`src/rtl/audio_dma_seq.sv`:
```
module audio_dma_seq #(
  parameter int AW = 32,
  parameter int CW = 16,
  parameter int DW = 32
) (
  input  logic          clk,
  input  logic          rst_n,
  input  logic [AW-1:0] cfg_start,
  input  logic [CW-1:0] cfg_bytes,
  input  logic          cfg_enable,
  input  logic          cfg_reload,
  input  logic          cfg_stop,
  input  logic          irq_clear,
  input  logic          fifo_valid,
  input  logic [DW-1:0] fifo_data,
  output logic          fifo_pop,
  output logic          mem_req,
  output logic [AW-1:0] mem_addr,
  output logic [DW-1:0] mem_wdata,
  input  logic          mem_ack,
  output logic [CW-1:0] remain,
  output logic          busy,
  output logic          stop_pending,
  output logic          irq
);
  localparam int STEP = DW / 8;
  localparam logic [AW-1:0] ASTEP = AW'(STEP);
  localparam logic [CW-1:0] CSTEP = CW'(STEP);

  typedef enum logic [1:0] {S_IDLE, S_RUN, S_DRAIN} state_t;

  state_t        st;
  logic [AW-1:0] addr_q, base_q;
  logic [CW-1:0] rem_q, len_q;
  logic [DW-1:0] data_q;
  logic          req_q, irq_q;

  wire run      = (st == S_RUN);
  wire drain    = (st == S_DRAIN);
  wire xfer     = req_q && mem_ack;
  wire last     = xfer && (rem_q == CSTEP);
  wire start_ok = (st == S_IDLE) && cfg_enable && (cfg_bytes != '0);
  wire rewind   = last && cfg_reload && !cfg_stop;

  assign fifo_pop     = run && !req_q && fifo_valid && !cfg_stop;
  assign mem_req      = req_q;
  assign mem_addr     = addr_q;
  assign mem_wdata    = data_q;
  assign remain       = rem_q;
  assign busy         = run;
  assign stop_pending = drain;
  assign irq          = irq_q;

  always_ff @(posedge clk or negedge rst_n) begin
    if (!rst_n) begin
      st     <= S_IDLE;
      addr_q <= '0;
      base_q <= '0;
      rem_q  <= '0;
      len_q  <= '0;
      data_q <= '0;
      req_q  <= 1'b0;
    end else if (start_ok) begin
      st     <= S_RUN;
      addr_q <= cfg_start;
      base_q <= cfg_start;
      rem_q  <= cfg_bytes;
      len_q  <= cfg_bytes;
    end else if (run) begin
      if (xfer) begin
        addr_q <= addr_q + ASTEP;
        rem_q  <= rem_q - CSTEP;
        req_q  <= 1'b0;
      end
      if (rewind) begin
        addr_q <= base_q;
        rem_q  <= len_q;
      end else if (last) begin
        st <= S_IDLE;
      end else if (cfg_stop) begin
        st <= (req_q && !mem_ack) ? S_DRAIN : S_IDLE;
      end
      if (fifo_pop) begin
        req_q  <= 1'b1;
        data_q <= fifo_data;
      end
    end else if (drain && xfer) begin
      addr_q <= addr_q + ASTEP;
      rem_q  <= rem_q - CSTEP;
      req_q  <= 1'b0;
      st     <= S_IDLE;
    end
  end

  always_ff @(posedge clk or negedge rst_n) begin
    if (!rst_n)                        irq_q <= 1'b0;
    else if (run && (last || cfg_stop)) irq_q <= 1'b1;
    else if (irq_clear)                irq_q <= 1'b0;
  end

  a_r3_req_hold: assert property (@(posedge clk) disable iff (!rst_n)
    mem_req && !mem_ack |=> mem_req && $stable(mem_addr) && $stable(mem_wdata));

  a_r2_count_step: assert property (@(posedge clk) disable iff (!rst_n)
    mem_req && mem_ack && (remain != CSTEP) |=> remain == $past(remain) - CSTEP);

  a_r4_natural_end: assert property (@(posedge clk) disable iff (!rst_n)
    busy && mem_req && mem_ack && (remain == CSTEP) && !cfg_reload |=> !busy && irq);

  a_r7_stop_irq: assert property (@(posedge clk) disable iff (!rst_n)
    busy && cfg_stop |=> !busy && irq);

  a_r8_no_pop_pending: assert property (@(posedge clk) disable iff (!rst_n)
    stop_pending |-> !fifo_pop && mem_req);

  a_r8_drain_exit: assert property (@(posedge clk) disable iff (!rst_n)
    stop_pending && mem_ack |=> !stop_pending && !mem_req);

  a_r9_no_restart: assert property (@(posedge clk) disable iff (!rst_n)
    stop_pending |=> !busy);

  a_r1_state_excl: assert property (@(posedge clk) disable iff (!rst_n)
    $onehot0({busy, stop_pending}));
endmodule

```
`config.mk`:
```
export PLATFORM = sky130hd
export DESIGN_NAME = audio_dma_seq
export DESIGN_NICKNAME = d
export VERILOG_FILES = /design/src/rtl/audio_dma_seq.sv
export SDC_FILE = /design/constraint.sdc
export NUM_CORES = 1
export LEC_CHECK = 0
export ABC_AREA = 1
export CAP_MARGIN = 20
export CORE_ASPECT_RATIO = 0.9
export CORE_MARGIN = 5
export CORE_UTILIZATION = 40
export DETAILED_ROUTE_END_ITERATION = 10
export PLACE_DENSITY = 0.66
export SYNTH_ARGS = -nofsm -noshare
export SYNTH_HDL_FRONTEND = slang
export SYNTH_SLANG_ARGS = --single-unit
export TNS_END_PERCENT = 50
```
`constraint.sdc`:
```
create_clock -name clk -period 4.84 [get_ports clk]
set_input_delay 0.968 -clock clk [delete_from_list [all_inputs] [get_ports clk]]
set_output_delay 0.968 -clock clk [all_outputs]
set_load 0.005 [all_outputs]
```
==> results.json, run 1 <==
{
  "outcome": "completed",
  "cts.sinks": 132,
  "synth_mux_area_frac": 0,
  "yosysMostFrequentCell": "nand2_1",
  "fin_crit_sh": 0.674,
  "p_total_mw": 6.23,
  "track_usage": 0.201,
  "period_minus_slack_ns": 3.26,
  "reg2reg_depth": 9,
  "fill_cells": 1654,
  "worst_pin_slew_ns": 0.952,
  "start_kind": "input port",
  "synthesis.nets": 1110,
  "diodes": 0,
  "synth_xor_xnor_area_share": 0.0162,
  "core_area_mm2": 0.0174,
  "p_leak_nw": 5.01,
  "finalSetupViolations": 0,
  "slew_headroom": 0.364,
  "numCtsBuffers": 17,
  "ios": 173,
  "grt_pass1_wl_um": 32800,
  "report.final.slew_viol_count": 0,
  "grt_pass1_vias": 6586,
  "wl_um": 20100,
  "dp.cells": 1405,
  "netlist_instances": 1019,
  "antenna_found_initial": 0,
  "syn_avg_cell_area_um2": 6.90,
  "fin_setup_tns_ns": 0,
  "clk_pin_slew_ns": 0.06,
  "hold_viol": 0,
  "critical_path.startpoint": "cfg_stop",
  "post-cts-setup-buffers": 0,
  "routedWlPerCell_um": 14.0,
  "cts_root_buf": "clkbuf_16",
  "placed_area_mm2": 0.00892,
  "synth_top_family_by_area": "simple AND/OR/NAND/NOR gates",
  "layout-drive-gt1-share": 0.0526,
  "rows": 46,
  "synth_edf_count": 0,
  "clk_latency_ns": 0.42,
  "synth_top_area_share": 0.470,
  "design_area_mm2": 0.00959,
  "cp_common_cell": "clkdlybuf4s50_1",
  "clockBufferDepth": 2,
  "max_stage_delay_ns": 0.53,
  "cp-end-kind": "output port",
  "crit_family": "buffers and inverters",
  "synth_warnings": 0,
  "cts_hold_buf": 0,
  "fin_util": 0.550,
  "die_h_um": 136,
  "rrSetupSlack_ns": 2.18,
  "crit_buf_inv": 2,
  "layout.cells.non_filler": 1437,
  "r2r_end": "mem_addr[20]",
  "synth.distinct_cells": 29,
  "ys_seq_area_frac": 0.470,
  "peakVddDrop_mv": 0.315,
  "gp_congestion": 0.937,
  "worst-path-stages": 5,
  "p_per_area_mw_per_mm2": 650,
  "crit_chain": "clkdlybuf4s50_1 -> nor2_1 -> nand2_1 -> nor2_2 -> clkdlybuf4s50_1",
  "via_per_inst": 4.67,
  "maxCapViolCount": 0,
  "endpoint": "fifo_pop",
  "synth_area_mm2": 0.00704,
  "rsz0062_at_grt": "no",
  "netlist_top_cells_area": "dfrtp_1, nand2_1, nor2_1, inv_1, nand3_1",
  "area_growth_pct": 36.3,
  "drtIter0Drc": 495,
  "synth.ff_latch_count": 132,
  "synth_compound_area_frac": 0.0486,
  "synth-simple-area-share": 0.385,
  "num_vias": 6714,
  "dp_hpwl_um": 14300,
  "cts_tree": "yes",
  "synth_top_area_cell": "dfrtp_1",
  "slowest_stage": "clkdlybuf4s50_1",
  "drt-pass1-iter-count": 6,
  "path_class": "input port to output port",
  "io_buffers": 172,
  "grt_max_degree": 59,
  "regToRegStartpoint": "remain[13]",
  "die_w_um": 150,
  "initial_utilization": 0.403,
  "drc": 0,
  "crit_fanout": 4,
  "synthAdderAreaFrac": 0.00534,
  "arrival_ns": 2.30,
  "skew_ns": 0.00838,
  "fin_nets": 1275,
  "fmax_ghz": 0.306,
  "ant_nets": 0,
  "async_reset_ff_frac": 1.00,
  "min_path_type": "input port to async pin",
  "grt.overflow.total": 0,
  "cts_resized": 0,
  "synth_top_flop_cell": "dfrtp_1",
  "ys_top_cells_by_count": "nand2_1, dfrtp_1, nor2_1",
  "die-area_mm2": 0.0203,
  "cts_max_level": 4,
  "cp.required_ns": 3.87
}
## sequential cells by signal (all words and copies together), names as in the netlist
signal / flops
mem_addr: 32
mem_wdata: 32
mem_req: 1
irq: 1
remain: 16
st: 2
len_q: 16
base_q: 32
## layout make-up
type	count	area [um2]	share of cell area
sequential	132	3300	0.344
multi-input combinational	765	3200	0.334
timing repair buffer	181	1790	0.187
clock buffer	18	439	0.0458
inverter	87	327	0.0341
tap	240	300	0.0313
clock inverter	14	225	0.0235
## placed cells by master, fill, tap and decap left out, types with 3 or more instances in the layout
cell	Yosys	routed
clkdlybuf4s50_1	0	171
nand3b_1	6	6
a21oi_1	40	40
clkbuf_16	0	17
xnor2_1	6	6
inv_2	4	4
xor2_1	7	7
nor2_2	2	3
a21oi_2	5	5
clkinv_4	0	4
inv_1	83	83
ha_1	3	3
clkinvlp_4	0	3
or2_2	5	5
nand3_1	47	47
nor2_1	120	119
bufinv_16	0	5
nand2_1	504	504
dfrtp_1	132	132
buf_4	6	9
o21ai_0	8	8
## worst min-delay path by stage
stage / slack (ns) / end / cells after the start / startpoint
floorplan: 0.44 / base_q[0] / 2 / base_q[0]
global placement: 0.45 / mem_wdata[2] / 2 / mem_wdata[2]
detailed placement: 0.46 / mem_wdata[7] / 2 / mem_wdata[7]
CTS: 0.44 / mem_wdata[15] / 1 / rst_n
global route: 0.45 / mem_wdata[28] / 1 / rst_n
finish: 0.43 / mem_wdata[30] / 1 / rst_n
## routing by layer
layer,GRT usage,wire [um]
met4,0.0528,244
met2,0.307,8560
met3,0.0737,1930
met1,0.272,9320
met5,0,0
## where the power goes
part           internal [mW]  switching [mW]  total [mW]
Sequential              1.63           0.439        2.07
Combinational           1.26            1.45        2.72
Clock                  0.934           0.517        1.45
## worst register-to-register path, stage by stage, from the launching register on
cell     delay (ns)
dfrtp_1        0.45
nor2_1         0.33
nand2_1        0.11
nor2_2         0.18
nand4_2        0.58
nand2_1        0.28
buf_4          0.37
nand2_1        0.13
nand2_1        0.08
a21oi_1        0.06
## metrics by stage
stage / worst slack, ns / hold slack, ns
2_1_floorplan: 2.30 / 0.443
3_3_place_gp: 1.34 / 0.453
3_5_place_dp: 1.29 / 0.457
4_1_cts: 1.55 / 0.439
5_1_grt: 1.48 / 0.455
6_report: 1.58 / 0.435
## logic make-up after synthesis
kind of cell             count (synthesis)
AND/OR/NAND/NOR                        689
flip-flops                             132
buffers and inverters                  122
AO/OA/AOI/OAI                           60
XOR/XNOR                                13
adder cells (fa/ha/maj)                  3
(Power assumes the default switching activity.)
==> inputs of run 2 (changes only) <==
--- a/config.mk
+++ b/config.mk
@@ -11,7 +11,7 @@
 export CORE_MARGIN = 5
 export CORE_UTILIZATION = 40
 export DETAILED_ROUTE_END_ITERATION = 10
-export PLACE_DENSITY = 0.66
+export PLACE_DENSITY = 0.69
 export SYNTH_ARGS = -nofsm -noshare
 export SYNTH_HDL_FRONTEND = slang
 export SYNTH_SLANG_ARGS = --single-unit
==> constraint.sdc (replaced) <==
create_clock -name clk -period 2.8 [get_ports clk]
set_input_delay 0.56 -clock clk [delete_from_list [all_inputs] [get_ports clk]]
set_output_delay 0.56 -clock clk [all_outputs]
set_load 0.005 [all_outputs]
==> run 2 against run 1 <==
Wire length is 0.33% lower; utilization grew 0.24 points; critical endpoint unchanged; combinational power grew 76%; cell count up 0.35%; sequential cell count is the same.
==> results.json, run 2 (synthesized netlist as in run 1, its figures left out) <==
{
  "outcome": "completed",
  "gp_congestion": 0.875,
  "start_kind": "input port",
  "cp.required_ns": 2.24,
  "grt.overflow.total": 0,
  "worst_pin_slew_ns": 0.664,
  "core_area_mm2": 0.0174,
  "peakVddDrop_mv": 0.531,
  "drt-met1-wl_um": 8910,
  "antenna_found_initial": 0,
  "clockBufferDepth": 2,
  "cts_hold_buf": 0,
  "reg2reg_depth": 9,
  "cts_resized": 0,
  "finalSetupViolations": 0,
  "fin_crit_sh": 0.888,
  "cts.sinks": 132,
  "met2WireLength_um": 8660,
  "layout.cells.non_filler": 1442,
  "arrival_ns": 1.93,
  "cts_tree": "yes",
  "p_leak_nw": 5.04,
  "sequentialPowerShare": 0.335,
  "die_w_um": 150,
  "r2r_end": "mem_addr[8]",
  "cp-end-kind": "output port",
  "pre_cts_ws_ns": 0.117,
  "regToRegStartpoint": "st[1]",
  "timing.final.ws_setup_ns": 0.313,
  "diodes": 0,
  "drc": 0,
  "crit_chain": "clkdlybuf4s50_1 -> nor2_1 -> nand2_1 -> nor2_2 -> clkdlybuf4s50_1",
  "drt-pass1-iter-count": 5,
  "io_buffers": 172,
  "cp_common_cell": "clkdlybuf4s50_1",
  "slew_headroom": 0.557,
  "numCtsBuffers": 17,
  "p_sw_frac": 0.385,
  "fmax_ghz": 0.402,
  "max_stage_delay_ns": 0.54,
  "combPwrFrac": 0.448,
  "via_per_inst": 4.67,
  "grt_max_degree": 77,
  "layout_commonest_cell": "nand2_1",
  "rsz0062_at_grt": "no",
  "p_per_area_mw_per_mm2": 1110,
  "crit_fanout": 4,
  "track_usage": 0.204,
  "dp.cells": 1412,
  "clk_latency_ns": 0.42,
  "cts_root_buf": "clkbuf_16",
  "period_minus_slack_ns": 2.49,
  "netSwitchingPower_mw": 4.11,
  "dp_hpwl_um": 14300,
  "cts_max_level": 4,
  "layout-drive-gt1-share": 0.0557,
  "rrSetupSlack_ns": 0.75,
  "ios": 173,
  "min_path_type": "input port to async pin",
  "die-area_mm2": 0.0203,
  "critical_path.startpoint": "cfg_stop",
  "routed-wl-met3_um": 2060,
  "ant_nets": 0,
  "die_h_um": 136,
  "clk_pin_slew_ns": 0.06,
  "routedWlPerCell_um": 13.9,
  "top_layer": "met4",
  "slowest_stage": "clkdlybuf4s50_1",
  "report.final.slew_viol_count": 0,
  "hold_viol": 0,
  "fin_util": 0.552,
  "fin_setup_tns_ns": 0,
  "initial_utilization": 0.403,
  "grt_pass1_vias": 6504,
  "post-cts-setup-buffers": 0,
  "p_clk_frac": 0.217,
  "area_growth_pct": 36.9,
  "drtIter0Drc": 475,
  "wl_um": 20000,
  "p_int_mw": 6.56,
  "final_cell_mix": "nand2_1, clkdlybuf4s50_1, dfrtp_1, nor2_1, inv_1",
  "fin_nets": 1282,
  "rows": 46,
  "skew_ns": 0.00929,
  "grt_pass1_wl_um": 32900,
  "design_area_mm2": 0.00963,
  "placed_area_mm2": 0.00903,
  "num_vias": 6727,
  "maxCapViolCount": 0,
  "path_class": "input port to output port"
}
## run 2: cell types whose count changed in the layout (fill, tap and decap cells not counted), sizes merged
cell,previous run,this run
clkinv,4,5
buf,10,17
bufinv,5,4
clkinvlp,3,2
inv,89,87
clkbuf,18,19
## run 2: cell type report
class	count	area, um2
sequential	132	3300
clock buffer	19	443
inverter	87	327
timing repair buffer	188	1890
clock inverter	11	160
tap	240	300
multi-input combinational	765	3200
fill	1680	7810
## run 2: worst max-delay path: cells and delay by family
family	cells	cell delay (ns)
buffers and inverters	2	1.02
and+or+nand+nor	3	0.35
## run 2: worst max-delay path by stage
stage / endpoint / depth (start not counted) / slack [ns]
CTS: fifo_pop / 5 / 0.30
finish: fifo_pop / 5 / 0.31
global placement: remain[2] / 12 / 0.15
floorplan: fifo_pop / 4 / 1.07
detailed placement: mem_addr[4] / 12 / 0.12
global route: fifo_pop / 5 / 0.21
## run 2: per-layer routing
layer | vias up | track usage
met5 | - | 0
met4 | 0 | 0.0722
met3 | 24 | 0.0793
met2 | 205 | 0.305
met1 | 3053 | 0.271
li1 | 3445 | -
## run 2: through the flow
stage / power [mW] / hold slack [ns]
final: 10.7 / 0.125
after global routing: 11.6 / 0.191
after CTS: 10.8 / 0.157
after detailed placement: 8.37 / 0.458
after global placement: 8.27 / 0.453
after floorplan: 6.25 / 0.264
## run 2: power groups by stage
stage | clock network (mW) | registers (mW) | logic (mW)
floorplan | 0 | 3.45 | 2.80
global placement | 0 | 3.57 | 4.70
detailed placement | 0 | 3.58 | 4.79
CTS | 2.35 | 3.58 | 4.83
global route | 2.43 | 3.70 | 5.45
finish | 2.32 | 3.57 | 4.78
